`src/rtl/batt_pkg.sv`:
```
package batt_pkg;
  typedef enum logic [1:0] {
    RD_UNSURE  = 2'd0,
    RD_ABSENT  = 2'd1,
    RD_PRESENT = 2'd2
  } reading_t;
endpackage

```
`src/rtl/batt_classify.sv`:
```
module batt_classify
  import batt_pkg::*;
#(
  parameter int NIB_W = 4
) (
  input  logic [NIB_W-1:0] stat,
  output reading_t         rd
);
  always_comb begin
    if (~|stat)     rd = RD_ABSENT;
    else if (&stat) rd = RD_PRESENT;
    else            rd = RD_UNSURE;
  end
endmodule

```
`src/rtl/batt_debounce.sv`:
```
module batt_debounce
  import batt_pkg::*;
#(
  parameter int DEB_LEN = 80
) (
  input  logic     clk,
  input  logic     rst,
  input  logic     tick,
  input  reading_t rd,
  output logic     bat,
  output logic     gain_now,
  output logic     on_pulse,
  output logic     off_pulse
);
  localparam int CNT_W = $clog2(DEB_LEN + 1);
  localparam logic [CNT_W-1:0] FULL = CNT_W'(DEB_LEN);

  logic [CNT_W-1:0] cnt, cnt_mid, cnt_nxt;
  logic             lose_now, reload, at_zero;

  assign at_zero  = (cnt == '0);
  assign lose_now = tick && (rd == RD_ABSENT)  &&  bat && at_zero;
  assign gain_now = tick && (rd == RD_PRESENT) && !bat && at_zero;

  always_comb begin
    reload = 1'b0;
    if (tick) begin
      unique case (rd)
        RD_ABSENT:  reload = !bat || lose_now;
        RD_PRESENT: reload =  bat || gain_now;
        default:    reload = 1'b1;
      endcase
    end
    cnt_mid = reload ? FULL : cnt;
    if (tick && cnt_mid != '0) cnt_nxt = cnt_mid - 1'b1;
    else                       cnt_nxt = cnt_mid;
  end

  always_ff @(posedge clk) begin
    if (rst) begin
      bat       <= 1'b0;
      cnt       <= FULL;
      on_pulse  <= 1'b0;
      off_pulse <= 1'b0;
    end else begin
      cnt       <= cnt_nxt;
      on_pulse  <= lose_now;
      off_pulse <= gain_now;
      if (lose_now)      bat <= 1'b0;
      else if (gain_now) bat <= 1'b1;
    end
  end
endmodule

```
`src/rtl/batt_alarm.sv`:
```
module batt_alarm
  import batt_pkg::*;
#(
  parameter int ALARM_LIMIT = 5000
) (
  input  logic     clk,
  input  logic     rst,
  input  logic     tick,
  input  reading_t rd,
  input  logic     restore,
  output logic     alarm
);
  localparam int TMR_W = $clog2(ALARM_LIMIT + 2);
  localparam logic [TMR_W-1:0] LIM   = TMR_W'(ALARM_LIMIT);
  localparam logic [TMR_W-1:0] T_MAX = '1;

  logic [TMR_W-1:0] tally, tally_inc;

  assign tally_inc = (tally == T_MAX) ? tally : tally + 1'b1;

  always_ff @(posedge clk) begin
    if (rst) begin
      tally <= '0;
      alarm <= 1'b0;
    end else if (restore) begin
      tally <= '0;
      alarm <= 1'b0;
    end else if (tick && rd == RD_ABSENT) begin
      tally <= tally_inc;
      if (tally_inc > LIM) alarm <= 1'b1;
    end
  end
endmodule

```
`src/rtl/batt_watch.sv`:
```
module batt_watch
  import batt_pkg::*;
#(
  parameter int NIB_W       = 4,
  parameter int DEB_LEN     = 80,
  parameter int ALARM_LIMIT = 5000
) (
  input  logic             clk,
  input  logic             rst,
  input  logic             tick,
  input  logic [NIB_W-1:0] line_stat,
  output logic             bat_ok,
  output logic             hook_on_evt,
  output logic             hook_off_evt,
  output logic             red_alarm
);
  reading_t rd;
  logic     gain_now;

  batt_classify #(.NIB_W(NIB_W)) u_cls (
    .stat (line_stat),
    .rd   (rd)
  );

  batt_debounce #(.DEB_LEN(DEB_LEN)) u_deb (
    .clk       (clk),
    .rst       (rst),
    .tick      (tick),
    .rd        (rd),
    .bat       (bat_ok),
    .gain_now  (gain_now),
    .on_pulse  (hook_on_evt),
    .off_pulse (hook_off_evt)
  );

  batt_alarm #(.ALARM_LIMIT(ALARM_LIMIT)) u_alm (
    .clk     (clk),
    .rst     (rst),
    .tick    (tick),
    .rd      (rd),
    .restore (gain_now),
    .alarm   (red_alarm)
  );
endmodule

```
`config.mk`:
```
export PLATFORM = sky130hd
export DESIGN_NAME = batt_watch
export DESIGN_NICKNAME = d
export VERILOG_FILES = /design/src/rtl/batt_pkg.sv /design/src/rtl/batt_classify.sv /design/src/rtl/batt_debounce.sv /design/src/rtl/batt_alarm.sv /design/src/rtl/batt_watch.sv
export SDC_FILE = /design/constraint.sdc
export NUM_CORES = 1
export LEC_CHECK = 0
export BUFFER_PORTS_ARGS = -buffer_cell sky130_fd_sc_hd__buf_2
export CAP_MARGIN = 5
export CORE_MARGIN = 2
export CORE_UTILIZATION = 58
export CTS_CLUSTER_DIAMETER = 120
export CTS_CLUSTER_SIZE = 20
export DETAILED_ROUTE_END_ITERATION = 6
export GPL_TIMING_DRIVEN = 0
export PLACE_DENSITY = 0.79
export RECOVER_POWER = 50
export SYNTH_ARGS = -nofsm -noshare
export SYNTH_HDL_FRONTEND = slang
export SYNTH_SLANG_ARGS = --single-unit
```
`constraint.sdc`:
```
create_clock -name clk -period 3 [get_ports clk]
set_input_delay 0.15 -clock clk [delete_from_list [all_inputs] [get_ports clk]]
set_output_delay 0.15 -clock clk [all_outputs]
set_load 0.005 [all_outputs]
```
==> key figures <==
Placement
  – Cell area after placement: between 0.0015 and 0.002 mm^2
  – Routability cong.: between 0.8 and 0.9
  – DP Worst Slack: slightly above 0.6 ns
  – Port Buffers: 10
  – Dpl hpwl: 2.289 mm

Power and ir drop
  – Worst vdd ir: 0.0002574 V
  – P per Cell Area: 355.7 mW/mm^2
  – Total power: approximately 550 uW
  – Leak: just over 0.0005 uW

Timing
  – Hold_ws: 0.1255 ns
  – Post-layout minimum cycle time: ~2.5 ns
  – Fin. max-slew vios: 0
  – RSZ-0062 raised after global routing: false
  – Fmax: around 0.41 GHz
  – Worst slew pin tran: 0.7113 ns
  – Period Utilization, post-route: 82.05%
  – Worst slew margin: approximately 52%
  – Setup TNS: 0 ns
  – Clock Skews: between 0.006 and 0.007 ns
  – Final setup viols: 0
  – Hold Vio Cnt, Final: 0
  – Setup ws final: roughly 0.54 ns

Finish
  – Fin nets: between 200 and 250
  – Final instance area: 0.001536 mm^2
  – Area growth syn-to-layout: 6.782%
  – Antenna cells: 0
  – Commonest non-fill, non-tap cell in the layout: nor2_1
  – Commonest non-fill, non-tap cells in the layout: nor2_1, dfxtp_1, nand2_1, nand3_1, buf_2
  – Share of post-route cells with drive strength above 1: between 10% and 20%

Clocking
  – TritonCTS Buffers: 3
  – Post-CTS sizing: 0
  – CTS tree: done
  – Worst-Skew Late Latency: 0.30 ns
  – CTS clk-pin slew, worst paths: ~0.12 ns
  – Max clock buf depth: 2
  – CTS Root Cell: clkbuf_4
  – Post-CTS Hold Buffers: 0
  – TritonCTS Sinks: 24
  – H-tree depth: 1
  – Post-CTS Setup Inserts: 0

Detailed routing
  – Met2 wire length: 1.539 mm
  – Drt wl/cell: ~13 um
  – Vias post-DR: between 1000 and 1500
  – Top Layer Used: met4
  – Wire length on met3: roughly 110 um
  – M1 WL: 1.296 mm
  – # DRC: 0
  – DRT Pass-1 Iters: 4
  – Remaining antenna violation count: 0
  – First DRT Iteration DRCs: 31
  – Avg Vias per Cell: 5.906
  – DRT Wirelength: roughly 3.0 mm

Logic synthesis
  – Asr flop ratio synth: 0%
  – Cell area after synthesis: between 0.001 and 0.0015 mm^2
  – Synthesized net count: 190
  – Area contributors post-synth: dfxtp_1, nor2_1, xnor2_1, nand3_1, nand2_1
  – Syn avg cell area: ~8 um^2
  – Post-synth EDFFs: 0
  – Cells after Synth: 180
  – Largest area contributor in the netlist: dfxtp_1
  – Synth Register Bits: 24
  – Warnings, synthesis: 0
  – Count of different cell masters after synthesis: 47
  – Register area share after synthesis: between 30% and 40%
  – Top FF cell, synth: dfxtp_1
  – Share of the synthesized area in the top cell type: about a third

Critical path
  – CP endpoint kind: flop
  – Critical path fanouts, max: 7
  – Setup slack, reg-to-reg: roughly 0.54 ns
  – Worst endpoint required time: 3.25 ns
  – Setup CP Type: flop to flop
  – CP startpoint kind: flop
  – Critical path arrival: 2.71 ns

Floorplanning
  – Core ar.: 0.002410 mm^2
  – Die Ht: around 54 um
  – Die width: about 54 um
  – Initial Utilization: around 60%
  – Die area: ~0.0029 mm^2
  – Ports: 11
  – Row Count: 18

Outcome
  – Outcome: finished, final reports clean

Global route
  – Vias in the first global route: between 1000 and 1500
  – First-pass GRT wire length: around 4.6 mm
  – Initial antenna violation count: 0
  – Largest net degree at the start of global routing: 14
  – Total gr overflow: 0
  – GRT Util Overall: between 20% and 30%

Flow run
  – # Max-Cap Violations: 0

Min path
  – Worst hold-check path type: input port to flop
-- sequential cells by signal (all words and copies together) (netlist names) --
signal and flops:
u_alm.alarm 1, u_alm.tally 13, u_deb.bat 1, u_deb.cnt 7, u_deb.off_pulse 1, u_deb.on_pulse 1
-- Yosys cell counts, drive strengths merged (2+ instances only) --
cell     n
or2      2
xor2     5
nand4    3
ha       3
buf      8
inv      7
nand3   13
a221oi   2
nand2   13
xnor2   11
nor2    30
and4     2
nand4b   2
o21ai   10
nor4     5
dfxtp   24
o21a     3
a31oi    3
nor3     8
a21oi    9
-- worst max-delay path, cell delays in order, from the launching register on --
cell and delay (ns):
dfxtp_1 0.41, and4b_1 0.23, a22oi_1 0.34, o21ai_1 0.21
nand2_1 0.18, ha_1 0.18, nand4b_1 0.14, o21ai_2 0.32
nor2_1 0.07, a31oi_1 0.19, o21a_1 0.14
-- final cells by class --
type	count	area (um^2)
Inverter	7	26.28
Tap cell	30	37.54
Sequential cell	24	480.5
Timing Repair Buffer	10	45.04
Clock buffer	4	36.28
Buffer	9	47.55
Multi-Input combinational cell	140	863.3
Fill cell	211	873.3
-- path summary, 6_finish.rpt --
| check | start | to | cells after the start |
|---|---|---|---|
| min reg2reg | u_deb.cnt[6] | u_deb.cnt[6] | 2 |
| max reg2reg | u_deb.bat | u_deb.cnt[3] | 10 |
| min | line_stat[2] | u_deb.off_pulse | 3 |
| max | u_deb.bat | u_deb.cnt[3] | 10 |
-- power by group --
part	internal (uW)	switching (uW)	leakage, uW	total (uW)
sequential	326	7.28	0.000195	333
combinational	20.3	32.1	0.000302	52.4
clock	74.0	87.0	0.0000210	161
total	420	126	0.000518	546
-- per-layer routing --
layer,global-route usage [%],vias up
met5,0,-
met4,11.54,0
met3,4.167,4
met2,37.20,28
met1,24.57,628
li1,-,663
-- cell families (layout without fill, tap and decap cells) --
logic type	count (synthesis)	after routing	share of synthesized area, %
AND/OR/NAND/NOR	87	87	32.35
XOR/XNOR	16	16	10.26
adder cells (fa/ha/maj)	3	3	2.609
flip-flops	24	24	33.39
buffers and inverters	16	30	5.217
AO/OA/AOI/OAI	34	34	16.17
-- stage by stage --
stage          std cells  util (%)
5_1_grt              224     63.76
4_1_cts              224     64.85
3_3_place_gp         220     63.34
3_5_place_dp         220     63.34
6_report             224     63.76
2_1_floorplan        180         -
No activity file was read; power rests on OpenSTA's default activity.
